<file path="config.mk">
export PLATFORM = sky130hd
export DESIGN_NAME = fbaud_uart_tx
export DESIGN_NICKNAME = d
export VERILOG_FILES = /design/src/rtl/fbtx_pkg.sv /design/src/rtl/fbtx_cfg.sv /design/src/rtl/fbtx_timer.sv /design/src/rtl/fbtx_shift.sv /design/src/rtl/fbaud_uart_tx.sv
export SDC_FILE = /design/constraint.sdc
export NUM_CORES = 1
export LEC_CHECK = 0
export ABC_AREA = 0
export BUFFER_PORTS_ARGS = -buffer_cell sky130_fd_sc_hd__buf_4
export CORE_MARGIN = 8
export CORE_UTILIZATION = 45
export CTS_BUF_LIST = sky130_fd_sc_hd__clkbuf_2 sky130_fd_sc_hd__clkbuf_4 sky130_fd_sc_hd__clkbuf_8
export CTS_CLUSTER_SIZE = 10
export DETAILED_ROUTE_END_ITERATION = 10
export PLACE_DENSITY = 0.63
export SYNTH_ARGS = -nofsm -noshare
export SYNTH_HDL_FRONTEND = slang
export SYNTH_HIERARCHICAL = 1
export SYNTH_SLANG_ARGS = --single-unit
</file>
<file path="constraint.sdc">
create_clock -name clk -period 9.82 [get_ports clk]
set_input_delay 0.982 -clock clk [delete_from_list [all_inputs] [get_ports clk]]
set_output_delay 0.982 -clock clk [all_outputs]
set_load 0.005 [all_outputs]
</file>
<file path="src/rtl/fbtx_pkg.sv">
package fbtx_pkg;
  localparam int CFG_W   = 32;
  localparam int PER_W   = 22;
  localparam int FRAC_W  = 6;
  localparam int PER_LSB = CFG_W - PER_W;
  localparam int LEN_W   = 5;
  localparam int MAX_BITS = 2 ** LEN_W;
  localparam logic [PER_W-1:0] PER_MIN = PER_W'(2 << FRAC_W);

  typedef struct packed {
    logic [PER_W-1:0] period;
    logic [LEN_W-1:0] len_m1;
  } frame_cfg_t;
endpackage

</file>
<file path="src/rtl/fbtx_cfg.sv">
module fbtx_cfg
  import fbtx_pkg::*;
(
  input  logic             clk,
  input  logic             rst_n,
  input  logic [CFG_W-1:0] cfg_word,
  input  logic             load,
  output frame_cfg_t       cfg_eff
);
  frame_cfg_t       cfg_q;
  frame_cfg_t       cfg_dec;
  logic [PER_W-1:0] per_raw;
  logic             unused_cfg_bits;

  assign per_raw         = cfg_word[PER_LSB +: PER_W];
  assign unused_cfg_bits = ^cfg_word[PER_LSB-1:LEN_W];

  always_comb begin
    cfg_dec.period = (per_raw < PER_MIN) ? PER_MIN : per_raw;
    cfg_dec.len_m1 = cfg_word[LEN_W-1:0];
  end

  // frame settings captured only at acceptance
  always_ff @(posedge clk or negedge rst_n) begin
    if (!rst_n) begin
      cfg_q.period <= PER_MIN;
      cfg_q.len_m1 <= LEN_W'(7);
    end else if (load) begin
      cfg_q <= cfg_dec;
    end
  end

  assign cfg_eff = load ? cfg_dec : cfg_q;

  assert_period_floor_R5: assert property (@(posedge clk) disable iff (!rst_n)
    cfg_q.period >= PER_MIN);
  assert_cfg_hold_R7: assert property (@(posedge clk) disable iff (!rst_n)
    !load |=> $stable(cfg_q));
endmodule

</file>
<file path="src/rtl/fbtx_timer.sv">
module fbtx_timer
  import fbtx_pkg::*;
(
  input  logic             clk,
  input  logic             rst_n,
  input  logic             start,
  input  logic             run,
  input  logic [PER_W-1:0] period,
  output logic             bit_end
);
  localparam int INT_W = PER_W - FRAC_W + 1;

  logic [INT_W-1:0]  cnt;
  logic [FRAC_W-1:0] frac;
  logic [PER_W:0]    sum;

  // leftover fraction plus one period gives the next bit length
  always_comb begin
    sum = {1'b0, period};
    if (!start) sum = sum + {{(PER_W + 1 - FRAC_W){1'b0}}, frac};
  end

  assign bit_end = run && (cnt == INT_W'(1));

  always_ff @(posedge clk or negedge rst_n) begin
    if (!rst_n) begin
      cnt  <= '0;
      frac <= '0;
    end else if (start || bit_end) begin
      cnt  <= sum[PER_W:FRAC_W];
      frac <= sum[FRAC_W-1:0];
    end else if (run) begin
      cnt <= cnt - INT_W'(1);
    end
  end

  assert_cnt_live_R4: assert property (@(posedge clk) disable iff (!rst_n)
    run |-> cnt != '0);
  assert_reload_min_R5: assert property (@(posedge clk) disable iff (!rst_n)
    (start || bit_end) |=> cnt >= INT_W'(2));
endmodule

</file>
<file path="src/rtl/fbtx_shift.sv">
module fbtx_shift
  import fbtx_pkg::*;
(
  input  logic                clk,
  input  logic                rst_n,
  input  logic                load,
  input  logic [MAX_BITS-1:0] data,
  input  logic [LEN_W-1:0]    len_m1,
  input  logic                step,
  output logic                txd,
  output logic                last
);
  localparam int SH_W  = MAX_BITS + 2;
  localparam int CNT_W = $clog2(MAX_BITS + 3);

  logic [SH_W-1:0]     shreg;
  logic [MAX_BITS-1:0] data_m;
  logic [CNT_W-1:0]    left;

  // bits past the selected length become stop-level ones
  for (genvar gi = 0; gi < MAX_BITS; gi++) begin : g_mask
    assign data_m[gi] = (LEN_W'(gi) <= len_m1) ? data[gi] : 1'b1;
  end

  assign last = step && (left == CNT_W'(1));
  assign txd  = shreg[0];

  always_ff @(posedge clk or negedge rst_n) begin
    if (!rst_n) begin
      shreg <= '1;
      left  <= '0;
    end else if (load) begin
      shreg <= {1'b1, data_m, 1'b0};
      left  <= CNT_W'(len_m1) + CNT_W'(3);
    end else if (step) begin
      shreg <= {1'b1, shreg[SH_W-1:1]};
      left  <= left - CNT_W'(1);
    end
  end

  assert_left_live_R8: assert property (@(posedge clk) disable iff (!rst_n)
    step |-> left != '0);
  assert_stop_high_R3: assert property (@(posedge clk) disable iff (!rst_n)
    last |-> txd);
endmodule

</file>
<file path="src/rtl/fbaud_uart_tx.sv">
module fbaud_uart_tx
  import fbtx_pkg::*;
(
  input  logic                clk,
  input  logic                rst_n,
  input  logic [CFG_W-1:0]    cfg_word,
  input  logic                in_valid,
  output logic                in_ready,
  input  logic [MAX_BITS-1:0] in_data,
  output logic                txd,
  output logic                busy
);
  logic       active;
  logic       accept;
  logic       bit_end;
  logic       done;
  frame_cfg_t cfg_eff;

  assign accept   = in_valid && !active;
  assign in_ready = !active;
  assign busy     = active;

  always_ff @(posedge clk or negedge rst_n) begin
    if (!rst_n)      active <= 1'b0;
    else if (accept) active <= 1'b1;
    else if (done)   active <= 1'b0;
  end

  fbtx_cfg i_cfg (
    .clk      (clk),
    .rst_n    (rst_n),
    .cfg_word (cfg_word),
    .load     (accept),
    .cfg_eff  (cfg_eff)
  );

  fbtx_timer i_timer (
    .clk     (clk),
    .rst_n   (rst_n),
    .start   (accept),
    .run     (active),
    .period  (cfg_eff.period),
    .bit_end (bit_end)
  );

  fbtx_shift i_shift (
    .clk    (clk),
    .rst_n  (rst_n),
    .load   (accept),
    .data   (in_data),
    .len_m1 (cfg_eff.len_m1),
    .step   (bit_end),
    .txd    (txd),
    .last   (done)
  );

  assert_idle_line_R2: assert property (@(posedge clk) disable iff (!rst_n)
    !active |-> txd);
  assert_start_low_R3: assert property (@(posedge clk) disable iff (!rst_n)
    $rose(active) |-> !txd);
  assert_busy_hold_R9: assert property (@(posedge clk) disable iff (!rst_n)
    (active && !done) |=> active);
  assert_done_release_R9: assert property (@(posedge clk) disable iff (!rst_n)
    done |=> !active);
endmodule

</file>
==> metrics.cfg, run 1 <==
[global_route]
grt_pass1_vias = 4155
grt_antenna_before_repair = 0
grtUsageTotal = 0.160
grt_pass1_wl_mm = 20.6
grt_max_degree = 58
overflow = 0

[clock_tree]
numCtsBuffers = 9
cts_resized = 0
cts_tree = built
clock_sinks = 90
clock-root-buffer = clkbuf_8
h-tree-depth = 3
cts_setup_buffers = 0
clock_latency_ns = 0.37
clock_path_buffers = 2
cts.clk_slew.worst_paths_ns = 0.09
hold_buffers = 0

[setup_path]
reg2reg_depth = 12
cp.depth = 13
crit_chain = buf_4 -> nor2b_4 -> inv_2 -> a41o_2 -> o2bb2ai_1 -> ha_1 -> inv_1 -> fa_1 -> nor2b_1 -> o31a_1 -> o22ai_1 -> or4b_1 -> o211ai_2
cp-end-kind = register
critPathSlowestCell = nor2b_4
r2r_start = busy
crit_arrival_ns = 4.61
cp-start-kind = input pin
regToRegEndpoint = i_timer/cnt[0]
timing.critical_path.buf_inv = 3
critPathKind = input pin to register
rrSetupSlack_ns = 5.56
crit_fanout = 33
cpPeakStageDelay_ns = 0.64
cp_top_family = simple AND/OR/NAND/NOR gates
required_ns = 10.12

[finish]
final_common_cell = buf_4
multiInputGateArea_um2 = 2780
finish.net_count = 633
area_delta_synth_final_pct = 13.6
final_cell_mix = buf_4 (67), dfrtp_1 (53), mux2i_1 (39)
fillerInstances = 1045
drive_gt1_frac = 0.304
register_area_um2 = 2300
n_antenna_cell = 0

[timing]
setup-tns-final_ns = 0
fmax_ghz = 0.232
hold_viol_final = 0
max_slew_margin = 0.269
final_max_slew_viol_count = 0
period_needed_ns = 4.32
period_share = 0.440
worst_slew_pin_slew_ns = 1.09
setup_viol = 0
rsz0062_at_grt = false
finClkSkew_ns = 0.0106

[worst_hold_path]
hp-class = register to register
whs_endpoint = i_shift/shreg[20]
hold_start = i_shift/shreg[20]
hold_depth = 2

[drt]
num_vias = 3936
drt_first_pass_iters = 6
wl_per_cell_um = 17.6
via_per_inst = 5.63
drt-initial-drc-count = 271
drt_wl_total_mm = 12.3
drc = 0
ant_nets = 0

[flow_run]
max_cap_violations = 0

[yosys]
syn_inst = 499
syn_area_um2 = 5320
ys_types = 67
synth-seq-cells = 90
synth_top_flop_cell = dfrtp_1
synth_edf_count = 0
syn_nets = 581
seq_area_frac_synth = 0.432
avgSynthCellArea_um2 = 10.7
netlist_top_cells_area = dfrtp_1 (25%), dfstp_2 (18%), mux2i_1 (7.3%), mux2_2 (5.3%), xor2_1 (4.1%)
synth-async-reset-ratio = 1.00
yosysTopAreaCell = dfrtp_1
ys_warn_count = 6
yosys.area.top_type_share = 0.249

[run_status]
status = complete, no violations

[power_and_ir_drop]
powerDensity_nw_per_um2 = 138
ir_drop_mv = 0.106
p_total_mw = 0.834
p_leak_nw = 2.50

[placed_design]
io_buffers = 64
routabilityCongestion = 0.811
hpwl_mm = 8.90

[die]
io_pins = 70
die_x_um = 125
fp.dieArea_um2 = 15600
initial_core_util = 0.464
die_h_um = 125
coreArea_um2 = 11500
rows = 39

==> layer usage <==
metal,vias to the layer above,share of wire,track usage
li1,1923,-,-
met1,1910,0.46,0.196
met2,88,0.47,0.257
met3,15,0.050,0.0464
met4,0,0.023,0.0716
met5,-,0,0
==> cells in the mapped netlist (3+ instances only) <==
library cell / count
dfrtp_1: 53
mux2i_1: 39
dfstp_2: 37
a21oi_1: 27
mux2_2: 25
xor2_1: 25
inv_1: 23
nand2_1: 23
nor2_1: 21
a211oi_1: 17
nor3_1: 17
xnor2_1: 16
ha_1: 14
o21ai_1: 13
buf_2: 10
nor2b_1: 10
o211ai_1: 9
nand4_1: 8
o21ai_0: 8
o2bb2ai_1: 7
o31ai_1: 6
a31oi_1: 5
and3_1: 5
buf_4: 5
clkbuf_1: 5
buf_6: 4
nand3_1: 4
a221o_1: 3
inv_2: 3
nor4_2: 3
o21a_1: 3
==> worst reg2reg max path: cells and delay by family, from the launching register on <==
family | cells | cell delay, ns
AOI/OAI and AO/OA | 5 | 1.25
adders and majority gates | 2 | 0.65
buffers and inverters | 2 | 0.30
DFF | 1 | 0.57
and+or+nand+nor | 3 | 1.41
==> cells by family (layout without fill, tap and decap cells) <==
| logic type | after synthesis | count (layout) | share of synthesized area |
|---|---|---|---|
| fa+ha+maj | 15 | 15 | 0.0367 |
| compound gates | 122 | 122 | 0.157 |
| flops | 90 | 90 | 0.432 |
| xor+xnor | 41 | 41 | 0.0675 |
| mux | 64 | 64 | 0.126 |
| buf+inv | 52 | 109 | 0.0482 |
| simple gates | 115 | 115 | 0.132 |
==> sequential cells by signal, summed over array words and instances (netlist names) <==
name / count
i_timer/cnt: 17
i_shift/left: 6
i_timer/frac: 6
i_cfg/cfg_q: 27
i_shift/shreg: 33
busy: 1
==> power by group <==
part | switching (mW) | total (mW) | internal, mW
Sequential | 0.0334 | 0.446 | 0.412
Clock | 0.137 | 0.244 | 0.107
Combinational | 0.0750 | 0.145 | 0.0700
==> layout make-up <==
class                      instances  area share
timing repair buffer              67      0.0833
clock inverter                     5     0.00601
tap                              143      0.0296
clock buffer                      11      0.0251
inverter                          26      0.0162
sequential                        90       0.380
multi-input combinational        357       0.459
==> how the worst max path moves through the flow <==
stage / from / endpoint / slack, ns
6_report: in_valid / i_timer/cnt[0] / 5.50
5_1_grt: busy / i_timer/cnt[12] / 5.26
4_1_cts: in_valid / i_timer/cnt[0] / 5.54
3_5_place_dp: in_valid / i_timer/cnt[12] / 5.12
3_3_place_gp: in_valid / i_timer/cnt[0] / 5.15
2_1_floorplan: in_valid / i_timer/cnt[0] / 6.03
==> through the flow <==
step / setup slack [ns] / instances / instance area, um2 / util / hold slack [ns]
2_1_floorplan: 6.03 / 499 / 5320 / - / 0.443
3_3_place_gp: 5.15 / 683 / 5850 / 0.510 / 0.455
3_5_place_dp: 5.12 / 683 / 5850 / 0.510 / 0.459
4_1_cts: 5.54 / 699 / 6040 / 0.527 / 0.472
5_1_grt: 5.26 / 699 / 6040 / 0.527 / 0.493
6_report: 5.50 / 699 / 6040 / 0.527 / 0.469
(Power assumes the default switching activity.)
==> run 2, diff against run 1 <==
PLACE_DENSITY = 0.65   (was 0.63)
clock period = 3.7 ns   (was 9.82 ns; I/O delays follow)
==> metrics.cfg, run 2 (same netlist as run 1, synthesis figures left out) <==
[run_status]
status = complete, no violations  ; unchanged

[clock_tree]
clock_sinks = 90  ; unchanged
cts.clk_slew.worst_paths_ns = 0.08  ; was 0.09 ns
clock-root-buffer = clkbuf_8  ; unchanged
numCtsBuffers = 9  ; unchanged
clock_latency_ns = 0.38  ; was 0.37 ns
clock_path_buffers = 2  ; unchanged
h-tree-depth = 3  ; unchanged
cts_tree = built  ; unchanged

[drt]
ant_nets = 0  ; unchanged
drt_first_pass_iters = 4  ; was 6
num_vias = 4033  ; was 3936
drc = 0  ; unchanged
drt_wl_total_mm = 12.8  ; was 12.3 mm
wl_per_cell_um = 18.0  ; was 17.6 um
drt-initial-drc-count = 228  ; was 271
via_per_inst = 5.69  ; was 5.63

[finish]
fin_area_um2 = 6120  ; was 6040 um2
largest_reg_flops = 33  ; unchanged
area_delta_synth_final_pct = 15.0  ; was 13.6%
regMostFlops = i_shift/shreg  ; unchanged
top_regs = i_shift/shreg (33), i_cfg/cfg_q (27), i_timer/cnt (17)  ; unchanged
instances_no_fill = 709  ; was 699
final_cell_mix = buf_4 (76), dfrtp_1 (53), mux2i_1 (39)  ; was buf_4 (67), dfrtp_1 (53), mux2i_1 (39)
drive_gt1_frac = 0.314  ; was 0.304
final_common_cell = buf_4  ; unchanged
n_antenna_cell = 0  ; unchanged
finish.net_count = 643  ; was 633
final_core_util = 0.533  ; was 0.527

[timing]
final_max_slew_viol_count = 0  ; unchanged
finClkSkew_ns = 0.0105  ; was 0.0106 ns
setup_viol = 0  ; unchanged
hold_viol_final = 0  ; unchanged
worst_slew_pin_slew_ns = 1.02  ; was 1.09 ns
rsz0062_at_grt = false  ; unchanged
max_slew_margin = 0.318  ; was 0.269
fmax_ghz = 0.324
hold_slack_ns = 0.224  ; was 0.469 ns
setup-tns-final_ns = 0  ; unchanged
period_needed_ns = 3.09
period_share = 0.834

[setup_path]
crit_arrival_ns = 3.38  ; was 4.61 ns
cp-end-kind = register  ; unchanged
cp-start-kind = register  ; was input pin
critPathKind = register to register  ; was input pin to register
required_ns = 4.00  ; was 10.12 ns
crit_fanout = 8  ; was 33

[placed_design]
io_buffers = 64  ; unchanged
routabilityCongestion = 0.796  ; was 0.811
hpwl_mm = 9.39  ; was 8.90 mm
dp.cells = 692  ; was 683
placedInstanceArea_um2 = 5920  ; was 5850 um2

[die]
io_pins = 70  ; unchanged
rows = 39  ; unchanged
fp.dieArea_um2 = 15600  ; unchanged
initial_core_util = 0.464  ; unchanged
coreArea_um2 = 11500  ; unchanged
die_h_um = 125  ; unchanged
die_x_um = 125  ; unchanged

[global_route]
grt_pass1_vias = 4146  ; was 4155
grt_pass1_wl_mm = 21.1  ; was 20.6 mm
grt_max_degree = 46  ; was 58
grtUsageTotal = 0.166  ; was 0.160
grt_antenna_before_repair = 0  ; unchanged
overflow = 0  ; unchanged

[power_and_ir_drop]
powerDensity_nw_per_um2 = 363  ; was 138 nW/um2
p_leak_nw = 2.56  ; was 2.50 nW
ir_drop_mv = 0.271  ; was 0.106 mV

[worst_hold_path]
hp-class = input pin to register  ; was register to register

[flow_run]
max_cap_violations = 0  ; unchanged

## run 2: final cells by class
type	instances	area, um2
clock inverter	2	12.5
timing repair buffer	77	581
inverter	26	97.6
fill	1028	5350
clock buffer	14	174
tap	143	179
multi-input combinational	357	2780
sequential	90	2300
## run 2: through the flow
| stage | worst slack, ns | total power [mW] |
|---|---|---|
| final | 0.615 | 2.22 |
| after global routing | 0.427 | 2.35 |
| after CTS | 0.612 | 2.25 |
| after detailed placement | 0.578 | 1.59 |
| after global placement | 0.627 | 1.58 |
| after floorplan | 0.484 | 1.44 |
## run 2: path summary, 6_finish.rpt
path | from | to | slack [ns] | cells past startpoint
worst max-delay path | busy | i_timer/cnt[0] | 0.61 | 12
worst min-delay path | in_data[11] | i_shift/shreg[12] | 0.22 | 3
worst max register to register | busy | i_timer/cnt[0] | 0.61 | 12
worst min register to register | i_shift/shreg[20] | i_shift/shreg[20] | 0.47 | 2
max in group asynchronous | rst_n | i_cfg/cfg_q[12] | 2.47 | 3
min in group asynchronous | rst_n | i_shift/left[2] | 0.44 | 2
## run 2: repair_timing
action                                 in CTS  in global routing
endpoints found under the hold margin       4                  0
resized for setup                           0                  0
setup buffers                               0                  0
hold buffers                                1                  0
## run 2: per-layer routing
metal	track usage	vias up	share of wire
met5	0	-	0
met4	0.0609	0	0.021
met3	0.0489	18	0.048
met2	0.270	87	0.49
met1	0.202	1986	0.44
li1	-	1942	-
## run 2: report_power, final
part | switching [mW] | total (mW) | internal [mW]
logic | 0.201 | 0.389 | 0.188
clock network | 0.344 | 0.647 | 0.303
registers | 0.0930 | 1.19 | 1.09
## run 2: worst max-delay path, stage by stage (launching register included)
cell       delay (ns)
dfrtp_1          0.41
nor2b_4          0.13
inv_2            0.11
a41o_2           0.33
o2bb2ai_1        0.27
ha_1             0.25
inv_1            0.06
fa_1             0.40
nor2b_1          0.17
o31a_1           0.17
o22ai_1          0.09
or4b_1           0.54
o211ai_2         0.09
